[src/rtl/pca_pkg.sv]
package pca_pkg;
    localparam int unsigned PCA_PHASES   = 3;
    localparam int unsigned PCA_SAMPLE_W = 12;
    localparam int unsigned PCA_SUM_W    = 24;
    localparam int unsigned PCA_CNT_W    = 8;
endpackage

[src/rtl/pca_lane.sv]
module pca_lane #(
    parameter int unsigned SAMPLE_W = pca_pkg::PCA_SAMPLE_W,
    parameter int unsigned SUM_W    = pca_pkg::PCA_SUM_W
) (
    input  logic                clk,
    input  logic                rst_n,
    input  logic                add_en,
    input  logic                restart,
    input  logic [SAMPLE_W-1:0] sample,
    output logic [SUM_W-1:0]    snap_q
);
    localparam logic [SUM_W-1:0] SUM_MAX = {SUM_W{1'b1}};

    typedef struct packed {
        logic [SUM_W-1:0] acc;
        logic [SUM_W-1:0] snap;
    } lane_t;

    lane_t st_d, st_q;
    logic [SUM_W:0] wide_sum;

    always_comb begin
        st_d     = st_q;
        wide_sum = {1'b0, st_q.acc} + {{(SUM_W+1-SAMPLE_W){1'b0}}, sample};
        if (restart) begin
            st_d.snap = st_q.acc;
            st_d.acc  = add_en ? {{(SUM_W-SAMPLE_W){1'b0}}, sample} : '0;
        end else if (add_en) begin
            st_d.acc = wide_sum[SUM_W] ? SUM_MAX : wide_sum[SUM_W-1:0];
        end
    end

    always_ff @(posedge clk) begin
        if (!rst_n) st_q <= '0;
        else        st_q <= st_d;
    end

    assign snap_q = st_q.snap;

    a_r7_snap_hold: assert property (@(posedge clk) disable iff (!rst_n)
        !restart |=> $stable(st_q.snap));
    a_r8_sum_pinned: assert property (@(posedge clk) disable iff (!rst_n)
        (st_q.acc == SUM_MAX && add_en && !restart) |=> st_q.acc == SUM_MAX);
    a_r2_no_decrease: assert property (@(posedge clk) disable iff (!rst_n)
        !restart |=> st_q.acc >= $past(st_q.acc));
endmodule

[src/rtl/pca_counter.sv]
module pca_counter #(
    parameter int unsigned CNT_W = pca_pkg::PCA_CNT_W
) (
    input  logic             clk,
    input  logic             rst_n,
    input  logic             add_en,
    input  logic             restart,
    output logic [CNT_W-1:0] snap_q
);
    localparam logic [CNT_W-1:0] CNT_MAX = {CNT_W{1'b1}};
    localparam logic [CNT_W-1:0] CNT_ONE = {{(CNT_W-1){1'b0}}, 1'b1};

    typedef struct packed {
        logic [CNT_W-1:0] cnt;
        logic [CNT_W-1:0] snap;
    } cnt_t;

    cnt_t st_d, st_q;

    always_comb begin
        st_d = st_q;
        if (restart) begin
            st_d.snap = st_q.cnt;
            st_d.cnt  = add_en ? CNT_ONE : '0;
        end else if (add_en && st_q.cnt != CNT_MAX) begin
            st_d.cnt = st_q.cnt + CNT_ONE;
        end
    end

    always_ff @(posedge clk) begin
        if (!rst_n) st_q <= '0;
        else        st_q <= st_d;
    end

    assign snap_q = st_q.snap;

    a_r9_count_pinned: assert property (@(posedge clk) disable iff (!rst_n)
        (st_q.cnt == CNT_MAX && add_en && !restart) |=> st_q.cnt == CNT_MAX);
    a_r3_count_step: assert property (@(posedge clk) disable iff (!rst_n)
        (add_en && !restart && st_q.cnt != CNT_MAX) |=> st_q.cnt == $past(st_q.cnt) + CNT_ONE);
    a_r5_empty_restart: assert property (@(posedge clk) disable iff (!rst_n)
        (restart && !add_en) |=> st_q.cnt == '0);
    a_r6_first_entry: assert property (@(posedge clk) disable iff (!rst_n)
        (restart && add_en) |=> st_q.cnt == CNT_ONE);
endmodule

[src/rtl/phase_current_accum.sv]
module phase_current_accum #(
    parameter int unsigned PHASES   = pca_pkg::PCA_PHASES,
    parameter int unsigned SAMPLE_W = pca_pkg::PCA_SAMPLE_W,
    parameter int unsigned SUM_W    = pca_pkg::PCA_SUM_W,
    parameter int unsigned CNT_W    = pca_pkg::PCA_CNT_W
) (
    input  logic                       clk,
    input  logic                       rst_n,
    input  logic                       smp_valid,
    input  logic [PHASES*SAMPLE_W-1:0] smp_data,
    input  logic                       xfer_done,
    output logic [PHASES*SUM_W-1:0]    sum_out,
    output logic [CNT_W-1:0]           set_count
);
    generate
        for (genvar p = 0; p < PHASES; p++) begin : g_lane
            pca_lane #(.SAMPLE_W(SAMPLE_W), .SUM_W(SUM_W)) u_lane (
                .clk     (clk),
                .rst_n   (rst_n),
                .add_en  (smp_valid),
                .restart (xfer_done),
                .sample  (smp_data[p*SAMPLE_W +: SAMPLE_W]),
                .snap_q  (sum_out[p*SUM_W +: SUM_W])
            );
        end
    endgenerate

    pca_counter #(.CNT_W(CNT_W)) u_count (
        .clk     (clk),
        .rst_n   (rst_n),
        .add_en  (smp_valid),
        .restart (xfer_done),
        .snap_q  (set_count)
    );

    a_r7_count_hold: assert property (@(posedge clk) disable iff (!rst_n)
        !xfer_done |=> $stable(set_count));
    a_r4_empty_reports_zero: assert property (@(posedge clk) disable iff (!rst_n)
        (xfer_done && $past(xfer_done) && !$past(smp_valid)) |=> (set_count == '0 && sum_out == '0));
endmodule

[config.mk]
export PLATFORM = sky130hd
export DESIGN_NAME = phase_current_accum
export DESIGN_NICKNAME = d
export VERILOG_FILES = /design/src/rtl/pca_pkg.sv /design/src/rtl/pca_lane.sv /design/src/rtl/pca_counter.sv /design/src/rtl/phase_current_accum.sv
export SDC_FILE = /design/constraint.sdc
export NUM_CORES = 1
export LEC_CHECK = 0
export BUFFER_PORTS_ARGS = -buffer_cell sky130_fd_sc_hd__buf_2
export CAP_MARGIN = 20
export CORE_ASPECT_RATIO = 1.4
export CORE_MARGIN = 1.5
export CORE_UTILIZATION = 53
export DETAILED_ROUTE_END_ITERATION = 16
export PLACE_DENSITY = 0.77
export SYNTH_ARGS = -nofsm -noshare
export SYNTH_HDL_FRONTEND = slang
export SYNTH_SLANG_ARGS = --single-unit
[constraint.sdc]
create_clock -name clk -period 2.55 [get_ports clk]
set_input_delay 0.3825 -clock clk [delete_from_list [all_inputs] [get_ports clk]]
set_output_delay 0.3825 -clock clk [all_outputs]
set_load 0.005 [all_outputs]
==> results of run 1 <==
## metal layers
metal,global-route usage,vias to the layer above,share of wire
li1,-,3868,-
met1,0.297,3666,0.44
met2,0.419,182,0.50
met3,0.0552,29,0.044
met4,0.0801,0,0.019
met5,0,-,0
## path summary, 6_finish.rpt
path / from / endpoint
max: g_lane[2].u_lane.st_q[31]$_SDFFE_PN0P_ / g_lane[2].u_lane.st_q[45]$_SDFFE_PN0P_
min: smp_data[12] / g_lane[1].u_lane.st_q[24]$_SDFFE_PN0P_
max reg2reg: g_lane[2].u_lane.st_q[31]$_SDFFE_PN0P_ / g_lane[2].u_lane.st_q[45]$_SDFFE_PN0P_
min reg2reg: g_lane[2].u_lane.st_q[28]$_SDFFE_PN0P_ / g_lane[2].u_lane.st_q[28]$_SDFFE_PN0P_
## logic make-up after synthesis
group,share of synthesized area
buffers and inverters,0.0954
multiplexers,0.0890
adder cells (fa/ha/maj),0.0567
AO/OA/AOI/OAI,0.183
flip-flops,0.347
XOR/XNOR,0.0257
AND/OR/NAND/NOR,0.203
## power breakdown
group / switching (uW) / internal [uW] / total (uW)
Sequential: 61.0 / 2570 / 2640
Clock: 1080 / 1400 / 2480
Combinational: 568 / 453 / 1020
## state kept, by name (all words and copies together) (netlist names)
register / cells
g_lane.u_lane.snap_q: 72
g_lane.u_lane.st_q: 72
u_count.snap_q: 8
u_count.st_q: 8
## final cells by class
type                    instances  area (sq um)  share of cell area
flip-flops and latches        160          3210               0.307
multi-input cells             752          5250               0.503
repair buffers                177          1060               0.101
well taps                     232           290              0.0278
inverters                      21          78.8             0.00754
clock buffers                  21           460              0.0441
clock inverters                11           106              0.0102
## cell usage after synthesis (5+ instances only)
cell | number | area [sq um]
xor2_1 | 16 | 140
a21oi_1 | 48 | 240
o31ai_1 | 5 | 37.5
nand2b_1 | 8 | 50.1
a31oi_1 | 31 | 194
nor2_1 | 58 | 218
xnor2_1 | 11 | 96.3
ha_1 | 37 | 463
and3_1 | 16 | 100
dfxtp_1 | 160 | 3200
mux2i_1 | 82 | 821
nand4_1 | 10 | 62.6
a21boi_0 | 7 | 52.6
inv_1 | 20 | 75.1
nand2_1 | 79 | 297
buf_4 | 80 | 601
o21ai_0 | 62 | 310
and2_1 | 13 | 81.3
nor2b_1 | 85 | 532
buf_1 | 9 | 33.8
clkbuf_1 | 29 | 109
a211oi_1 | 22 | 165
a311oi_1 | 10 | 87.6
and4_1 | 8 | 70.1
or3_1 | 7 | 43.8
nor3_1 | 23 | 115
nand3_1 | 16 | 80.1
o22ai_1 | 6 | 37.5
a21o_1 | 14 | 105
## repair_timing
action                                  in CTS  in global routing
buffers inserted                             1                  2
pin swaps                                    3                  8
gates cloned                                 0                  0
endpoints found under the setup margin      10                 40
gates resized for setup                      7                 21
## critical path, cell delays in order (launching register included)
cell and delay, ps:
dfxtp_1 330, ha_1 360, a21oi_1 170, o221ai_1 180
o2111ai_4 310, a211oi_4 100, buf_6 150, buf_4 130
or4_1 480, and3_1 170
## cells in the final DEF, fill, tap and decap left out, types with 6 or more instances in the layout
master	count
nor2_1	58
buf_4	56
a31oi_1	31
o21ai_0	59
xnor2_1	11
mux2i_1	82
nand2_1	79
nor2b_1	85
or3_1	7
clkbuf_16	17
nand2b_1	6
and4_1	8
a21boi_0	7
dfxtp_1	158
nand4_1	10
o22ai_1	6
a21oi_1	48
inv_1	20
xor2_1	16
a311oi_1	8
buf_2	118
a211oi_1	20
and2_1	13
nand3_1	16
ha_1	35
nor3_1	22
and3_1	16
a21o_1	14
## per-stage QoR
step	worst slack, ps	cell area, sq um	TNS (ps)	power, uW	util
2_1_floorplan	54.6	9220	0	3390	-
6_report	73.1	10500	0	6130	0.619
4_1_cts	14.7	10300	0	6130	0.612
5_1_grt	-57.7	10500	-323	6390	0.619
3_5_place_dp	-204	9730	-2720	3670	0.576
3_3_place_gp	-143	9730	-1740	3650	0.576
==> summary.md, run 1 <==
| Metric | Value |
|---|---|
| Largest fanout on the critical path | 6 |
| Total gr overflow | 0 |
| CTS tree | built |
| Share of layout cells above drive strength 1 | 0.215 |
| Worst vdd ir | 0.366 mV |
| Site row count | between 50 and 60 |
| Final wirelength | approximately 22000 um |
| Die W | ~110 um |
| # diodes | 0 |
| Final count of negative-setup-slack endpoints | 0 |
| CORE AREA | about 17000 sq um |
| Hold Path Depth | 3 |
| Post-synthesis sequential area ratio | 0.347 |
| Cell count after synthesis | between 1000 and 1500 |
| Fin cells | around 1400 |
| Starting Density | 0.546 |
| Final Cycle Share | 0.971 |
| Die Height | 159 um |
| Status | finished clean |
| Avg Synthesized Cell Area | 8.71 sq um |
| Clk sink count | 160 |
| CTS H-tree depth | 4 |
| CTS buffer count | 17 |
| Final Skew | ~11 ps |
| Critical Path AT | about 2800 ps |
| Hold Fails Final Rpt | 0 |
| Post-synth EDFFs | 0 |
| Tmin final | about 2500 ps |
| Post-Place Cells | roughly 1300 |
| Detailed Place HPWL | between 15000 and 20000 um |
| Drt first pass iters | 5 |
| Yosys cell types | between 70 and 80 |
| Clock Path Buffers | 2 |
| Worst-path clk slew | roughly 70 ps |
| Gr usage total | 0.243 |
| Slew HR | 0.474 |
| Count of input and output buffers | 119 |
| Vias per Instance | around 5.6 |
| Die Area | about 18000 sq um |
| Synth Cell Area | between 9000 and 10000 sq um |
| Via count | around 7700 |
| Max-cap violations | 0 |
| Final RePlAce weighted congestion | 0.959 |
| Synth Flop Type | dfxtp_1 |
| Routed Antenna Nets | 0 |
| Worst min path class | in2reg |
| R2r setup slk | 70 ps |
| Antenna violations before repair | 0 |
| Hold_buf cts | 0 |
| Final hold slack | a little under 200 ps |
| Synthesis-to-finish area growth | 13.4% |
| First-pass GRT wire length | around 36000 um |
| Maximum clock rate | 404 MHz |
| Length in cells of the worst reg-to-reg path | 9 |
| #FFs+latches synth | 160 |
| CP required | roughly 2900 ps |
| Largest net degree at the start of global routing | 52 |
| Drc violations | 0 |
| Crit start category | flip-flop |
| Ys async rst share | 0 |
| RSZ-0062 raised after global routing | yes |
| Final slew viol count | 0 |
| Avg WL per Cell | around 16 um |
| Net Count, Synth | about 1100 |
| Final net count | roughly 1200 |
| Filler cells | about 1500 |
| Root buffer cell | clkbuf_16 |
| Top-Level Pins | 120 |
| Slew @ Worst Pin | roughly 800 ps |
| Pwr Density | between 500 and 600 nW/um^2 |
| Vias in the first global route | 7364 |
| DRT iter0 DRCs | between 500 and 600 |
| Crit end category | flip-flop |
| Worst skew pair latency | around 440 ps |
| YS warnings | 0 |
| Leakage | ~0.0046 uW |
| Setup CP Type | reg2reg |
No activity file was read; power rests on OpenSTA's default activity.
==> run 2, diff against run 1 <==
--- a/config.mk
+++ b/config.mk
@@ -12,6 +12,7 @@
 export CORE_UTILIZATION = 53
 export DETAILED_ROUTE_END_ITERATION = 16
 export PLACE_DENSITY = 0.77
+export REMOVE_ABC_BUFFERS = 1
 export SYNTH_ARGS = -nofsm -noshare
 export SYNTH_HDL_FRONTEND = slang
 export SYNTH_SLANG_ARGS = --single-unit
==> run 2 against run 1 <==
  * Global-route usage is 0.15 points lower
  * Count of clock-buffer cells in the layout is 1 lower
  * Die area stayed put
  * Largest cell class unchanged
  * Critical endpoint is now g_lane[0].u_lane.st_q[27]$_SDFFE_PN0P_
  * Hold slack better by 17 ps
  * Worst setup slack better by 6.9 ps
  * Final area is 0.40% higher
  * Non-clock buffer count is 2 higher
==> summary.md, run 2 (synthesis gave the netlist of run 1 again) <==
| Metric | Value |
|---|---|
| Root buffer cell | clkbuf_16 |
| Slew HR | 0.557 (+0.0836) |
| Routed Antenna Nets | 0 (unchanged) |
| Pint | 4500 uW (+1.6%) |
| Starting Density | 0.546 (unchanged) |
| Vias in the first global route | 7379 (+0.20%) |
| Worst-path clk slew | 60 ps (about the same) |
| Setup CP Type | reg2reg |
| CP required | 2860 ps (-30 ps) |
| Hold Path Depth | 3 (unchanged) |
| Setup TNS | 0 ps (unchanged) |
| Final net count | 1211 (+0.17%) |
| DP Worst Slack | -326 ps (-122 ps) |
| Status | finished clean |
| Count of input and output buffers | 119 (unchanged) |
| Critical Path AT | 2780 ps (-30 ps) |
| Worst Setup SP | g_lane[0].u_lane.st_q[33]$_SDFFE_PN0P_ |
| Site row count | 56 (unchanged) |
| Power share of the combinational group | 0.165 (-0.002) |
| Setup slack after layout | 80.0 ps (+6.92 ps) |
| Antenna violations before repair | 0 (unchanged) |
| Top-Level Pins | 120 (unchanged) |
| Sw power | 1700 uW (-0.48%) |
| Fin cells | 1376 (+0.15%) |
| Worst vdd ir | 0.485 mV (+33%) |
| Synthesis-to-finish area growth | 13.8% |
| Tmin final | 2470 ps (-6.92 ps) |
| Slowest cell on the critical path | ha_1 |
| # diodes | 0 (unchanged) |
| Clk pwr share | 0.410 (+0.006) |
| Largest net degree at the start of global routing | 93 (+79%) |
| Drt first pass iters | 5 (unchanged) |
| Worst min path class | in2reg |
| Cell family with most CP delay | compound AO/OA/AOI/OAI gates |
| Drc violations | 0 (unchanged) |
| Gr usage total | 0.242 (-0.00152) |
| Switching Fraction | 0.274 (-0.00410) |
| Final count of negative-setup-slack endpoints | 0 (unchanged) |
| FF-to-FF End | g_lane[0].u_lane.st_q[27]$_SDFFE_PN0P_ |
| Final RePlAce weighted congestion | 0.900 (-6.2%) |
| Slew @ Worst Pin | 662 ps (-128 ps) |
| Worst Hold Launch | smp_data[12] |
| Largest fanout on the critical path | 6 (unchanged) |
| Max-cap violations | 0 (unchanged) |
| Worst skew pair latency | 440 ps (about the same) |
| Detailed Place HPWL | 15400 um (-3.7%) |
| Seq pwr share | 0.425 (-0.005) |
| Final Skew | 15.7 ps (+5.11 ps) |
| Leakage | 0.00455 uW (-0.42%) |
| CTS tree | built |
| Leading cell types in the layout, fill and taps excluded | 158 x dfxtp_1, 118 x buf_2, 84 x nor2b_1, 82 x mux2i_1, 79 x nand2_1 |
| CORE AREA | 16900 sq um (unchanged) |
| First-pass GRT wire length | 35700 um (-0.42%) |
| R2r setup slk | 80 ps (about the same) |
| Maximum clock rate | 405 MHz (+0.28%) |
| Layout Utilization | 0.621 (+0.00245) |
| Crit start category | flip-flop |
| DP Area | 9740 sq um (about the same) |
| CTS buffer count | 17 (unchanged) |
| CTS H-tree depth | 4 (unchanged) |
| Vias per Instance | 5.70 (+1.1%) |
| Via count | 7840 (+1.2%) |
| Worst Path Buf+Inv | 1 (-1) |
| Final wirelength | 22100 um (-0.14%) |
| Die W | 114 um (unchanged) |
| Commonest non-fill, non-tap cell in the layout | dfxtp_1 |
| Die Height | 159 um (unchanged) |
| Clk sink count | 160 (unchanged) |
| Clock Path Buffers | 2 (unchanged) |
| Pwr Density | 591 nW/um^2 (+0.62%) |
| Post-Place Cells | 1338 (-0.075%) |
| Final slew viol count | 0 (unchanged) |
| Hold Path Sink | g_lane[1].u_lane.st_q[24]$_SDFFE_PN0P_ |
| Hold_buf cts | 0 (unchanged) |
| Crit end category | flip-flop |
| Critical path's largest stage delay | 350 ps (-130 ps) |
| DRT iter0 DRCs | 529 (+3.3%) |
| Filler cells | 1447 (-0.48%) |
| Length in cells of the worst reg-to-reg path | 8 (-1) |
| Post-route cell area | 10500 sq um (+0.40%) |
| R2r startpoint | g_lane[0].u_lane.st_q[33]$_SDFFE_PN0P_ |
| Hold Fails Final Rpt | 0 (unchanged) |
| CP Cell Sequence | ha_1 -> a21o_1 -> a221oi_1 -> nor2b_1 -> o21ai_4 -> buf_4 -> and2_1 -> o311a_1 |
| Share of layout cells above drive strength 1 | 0.218 (+0.00225) |
| RSZ-0062 raised after global routing | yes |
| Avg WL per Cell | 16.0 um (-0.29%) |
| Total gr overflow | 0 (unchanged) |
| Final Cycle Share | 0.969 (-0.00271) |
| Die Area | 18200 sq um (unchanged) |
==> run 2: cell type report <==
type | instances | area [sq um] | share of cell area
clock buffers | 20 | 447 | 0.0426
clock inverters | 12 | 135 | 0.0129
inverters | 21 | 78.8 | 0.00751
multi-input cells | 752 | 5240 | 0.500
flip-flops and latches | 160 | 3210 | 0.306
well taps | 232 | 290 | 0.0277
repair buffers | 179 | 1090 | 0.104
==> run 2: layer usage <==
layer  part of all wire  track usage
met1               0.44        0.303
met2               0.49        0.411
met3              0.052       0.0445
met4              0.019       0.0864
met5                  0            0
==> run 2: worst max-delay path by stage <==
stage,end,slack [ps],cells after the start
floorplan,g_lane[2].u_lane.st_q[47]$_SDFFE_PN0P_,-120,9
global placement,g_lane[2].u_lane.st_q[31]$_SDFFE_PN0P_,-290,11
detailed placement,g_lane[2].u_lane.st_q[34]$_SDFFE_PN0P_,-330,11
CTS,g_lane[2].u_lane.st_q[47]$_SDFFE_PN0P_,3,8
global route,g_lane[2].u_lane.st_q[34]$_SDFFE_PN0P_,-40,11
finish,g_lane[0].u_lane.st_q[27]$_SDFFE_PN0P_,80,8
==> run 2: worst min-delay path: cells and delay by family <==
kind / cells / cell delay, ps
buffers and inverters: 1 / 110
AOI/OAI and AO/OA: 1 / 70
and+or+nand+nor: 1 / 40
==> run 2: power by group through the flow <==
stage                     Combinational, uW  Sequential, uW  Clock, uW
final                                  1020            2630       2540
after global routing                   1130            2640       2690
after CTS                               987            2630       2590
after detailed placement                974            2690          0
after global placement                  957            2690          0
after floorplan                         614            2670          0
==> run 2: metrics by stage <==
step	hold slack (ps)	total power, uW
floorplan	451	3290
global placement	465	3640
detailed placement	480	3660
CTS	208	6210
global route	218	6450
finish	214	6200
==> run 2: what timing repair did <==
action,in CTS,in global routing
pin swaps,5,10
endpoints found under the setup margin,20,53
buffers inserted,5,1
gates resized for setup,6,21
==> run 3, diff against run 2 <==
--- a/config.mk
+++ b/config.mk
@@ -5,7 +5,7 @@
 export SDC_FILE = /design/constraint.sdc
 export NUM_CORES = 1
 export LEC_CHECK = 0
-export BUFFER_PORTS_ARGS = -buffer_cell sky130_fd_sc_hd__buf_2
+export BUFFER_PORTS_ARGS = -buffer_cell sky130_fd_sc_hd__buf_4
 export CAP_MARGIN = 20
 export CORE_ASPECT_RATIO = 1.4
 export CORE_MARGIN = 1.5
==> run 3 against run 2 <==
  * Worst setup slack got worse by 49 ps
  * Hold slack improved by 7.0 ps
  * Cell count increased by 0.15%
  * Die area unchanged
  * Final area increased by 4.1%
  * Via count decreased by 0.68%
  * Count of clock-buffer cells in the layout decreased by 1
  * Non-clock buffer count increased by 3
  * Critical path type unchanged
  * Highest routed layer unchanged
==> summary.md, run 3 (synthesis gave the netlist of run 1 again) <==
| Metric | Value |
|---|---|
| Status | finished clean |
| Vias in the first global route | 7321 (-0.79%) |
| CP Cell Sequence | ha_4 -> inv_2 -> fa_2 -> nand2b_4 -> a211oi_4 -> o2111ai_4 -> a211oi_4 -> buf_6 -> buf_8 -> nor2_1 -> o31ai_1 |
| Antenna violations before repair | 0 (unchanged) |
| Tot Pwr | 6630 uW (+7.0%) |
| CORE AREA | 16900 sq um (unchanged) |
| Clock Path Buffers | 2 (unchanged) |
| Largest fanout on the critical path | 5 (-1) |
| Final RePlAce weighted congestion | 0.892 (-0.83%) |
| Worst Setup SP | g_lane[2].u_lane.st_q[24]$_SDFFE_PN0P_ |
| Die W | 114 um (unchanged) |
| CTS buffer count | 17 (unchanged) |
| Synthesis-to-finish area growth | 18.5% |
| Routed Antenna Nets | 0 (unchanged) |
| Worst Hold Launch | smp_data[34] |
| Vias per Instance | 5.65 (-0.82%) |
| Die Area | 18200 sq um (unchanged) |
| Slew HR | 0.546 (-0.0112) |
| Leading cell types in the layout, fill and taps excluded | 176 x buf_4, 157 x dfxtp_1, 84 x nor2b_1, 82 x mux2i_1, 79 x nand2_1 |
| First-pass GRT wire length | 35800 um (+0.23%) |
| Setup CP Type | reg2reg |
| Final slew viol count | 0 (unchanged) |
| Met2 Usage GRT | 0.402 (-0.00898) |
| Gr usage total | 0.241 (-0.000938) |
| Top Usage Layer GRT | met2 |
| Final wirelength | 22000 um (-0.11%) |
| Critical path's largest stage delay | 380 ps (+30 ps) |
| Site row count | 56 (unchanged) |
| Die Height | 159 um (unchanged) |
| Drc violations | 0 (unchanged) |
| Worst skew pair latency | 430 ps (about the same) |
| CTS H-tree depth | 4 (unchanged) |
| Largest net degree at the start of global routing | 77 (-17%) |
| Top-Level Pins | 120 (unchanged) |
| Worst-path clk slew | 60 ps (about the same) |
| Final Cycle Share | 0.988 (+0.0194) |
| R2r startpoint | g_lane[2].u_lane.st_q[24]$_SDFFE_PN0P_ |
| Starting Density | 0.546 (unchanged) |
| Critical Path AT | 2860 ps (+80 ps) |
| Crit end category | flip-flop |
| Count of input and output buffers | 119 (unchanged) |
| Detailed Place HPWL | 15500 um (+0.54%) |
| Hold Fails Final Rpt | 0 (unchanged) |
| CP required | 2890 ps (+30 ps) |
| Slowest cell on the critical path | fa_2 |
| Hold_buf cts | 0 (unchanged) |
| Most frequent CP cell | a211oi_4 |
| Worst vdd ir | 0.391 mV (-19%) |
| DRT iter0 DRCs | 478 (-9.6%) |
| Met3 Use GR | 0.0384 (-0.00609) |
| Crit start category | flip-flop |
| Root buffer cell | clkbuf_16 |
| Pwr Density | 607 nW/um^2 (+2.8%) |
| # diodes | 0 (unchanged) |
| Total gr overflow | 0 (unchanged) |
| Maximum clock rate | 397 MHz (-2.0%) |
| Avg WL per Cell | 16.0 um (-0.26%) |
| Tmin final | 2520 ps (+49.4 ps) |
| Commonest non-fill, non-tap cell in the layout | buf_4 |
| Final Skew | 7.36 ps (-8.36 ps) |
| Max-cap violations | 0 (unchanged) |
| Clk sink count | 160 (unchanged) |
| Final hold slack | 221 ps (+7.02 ps) |
| Final net count | 1214 (+0.25%) |
| Final count of negative-setup-slack endpoints | 0 (unchanged) |
| CTS tree | built |
| Share of layout cells above drive strength 1 | 0.225 (+0.00747) |
| Via count | 7787 (-0.68%) |
| Drt first pass iters | 5 (unchanged) |
| Worst min path class | in2reg |
| Met1 usage | 0.302 (-0.00169) |
| DP Area | 10000 sq um (+3.0%) |
| RSZ-0062 raised after global routing | yes |
| Leakage | 0.00465 uW (+2.3%) |
| Slew @ Worst Pin | 678 ps (+16.8 ps) |
| Post-route cell area | 10900 sq um (+4.1%) |
-- run 3: metal layers --
layer / wire length (um) / vias to the layer above
li1: - / 3878
met1: 9530 / 3642
met2: 10700 / 217
met3: 994 / 50
met4: 765 / 0
met5: 0 / -
-- run 3: cell type report --
type	count	area (sq um)
clock buffers	19	453
clock inverters	12	229
fillers	1416	5960
inverters	21	78.8
multi-input cells	752	5260
flip-flops and latches	160	3210
well taps	232	290
repair buffers	182	1410
-- run 3: what timing repair did --
action | in CTS | in global routing
gates resized for setup | 11 | 30
endpoints found under the setup margin | 19 | 52
buffers inserted | 1 | 4
pin swaps | 4 | 20
gates cloned | 0 | 1
-- run 3: final timing paths --
kind / slack, ps / to / cells past startpoint
worst max-delay path: 30 / g_lane[2].u_lane.st_q[31]$_SDFFE_PN0P_ / 11
worst min-delay path: 220 / g_lane[2].u_lane.st_q[34]$_SDFFE_PN0P_ / 3
worst max register to register: 30 / g_lane[2].u_lane.st_q[31]$_SDFFE_PN0P_ / 11
worst min register to register: 470 / g_lane[2].u_lane.st_q[30]$_SDFFE_PN0P_ / 2
-- run 3: power breakdown --
group | internal (uW) | switching [uW]
sequential | 2570 | 61.8
clock | 1890 | 1050
combinational | 486 | 569
total | 4950 | 1680
-- run 3: metrics by stage --
stage,instances,utilization,setup slack (ps),setup TNS (ps)
CTS,1373,0.638,19.3,0
global route,1378,0.647,-45.7,-259
global placement,1341,0.594,-149,-2040
floorplan,933,-,-119,-461
detailed placement,1341,0.594,-252,-3830
finish,1378,0.647,30.6,0
-- run 3: worst max-delay path: cells and delay by family (launching register included) --
kind	cells	cell delay [ps]
buffers and inverters	3	340
flip-flops	1	350
adder cells (fa/ha/maj)	2	520
AND/OR/NAND/NOR	2	210
AO/OA/AOI/OAI	4	1010
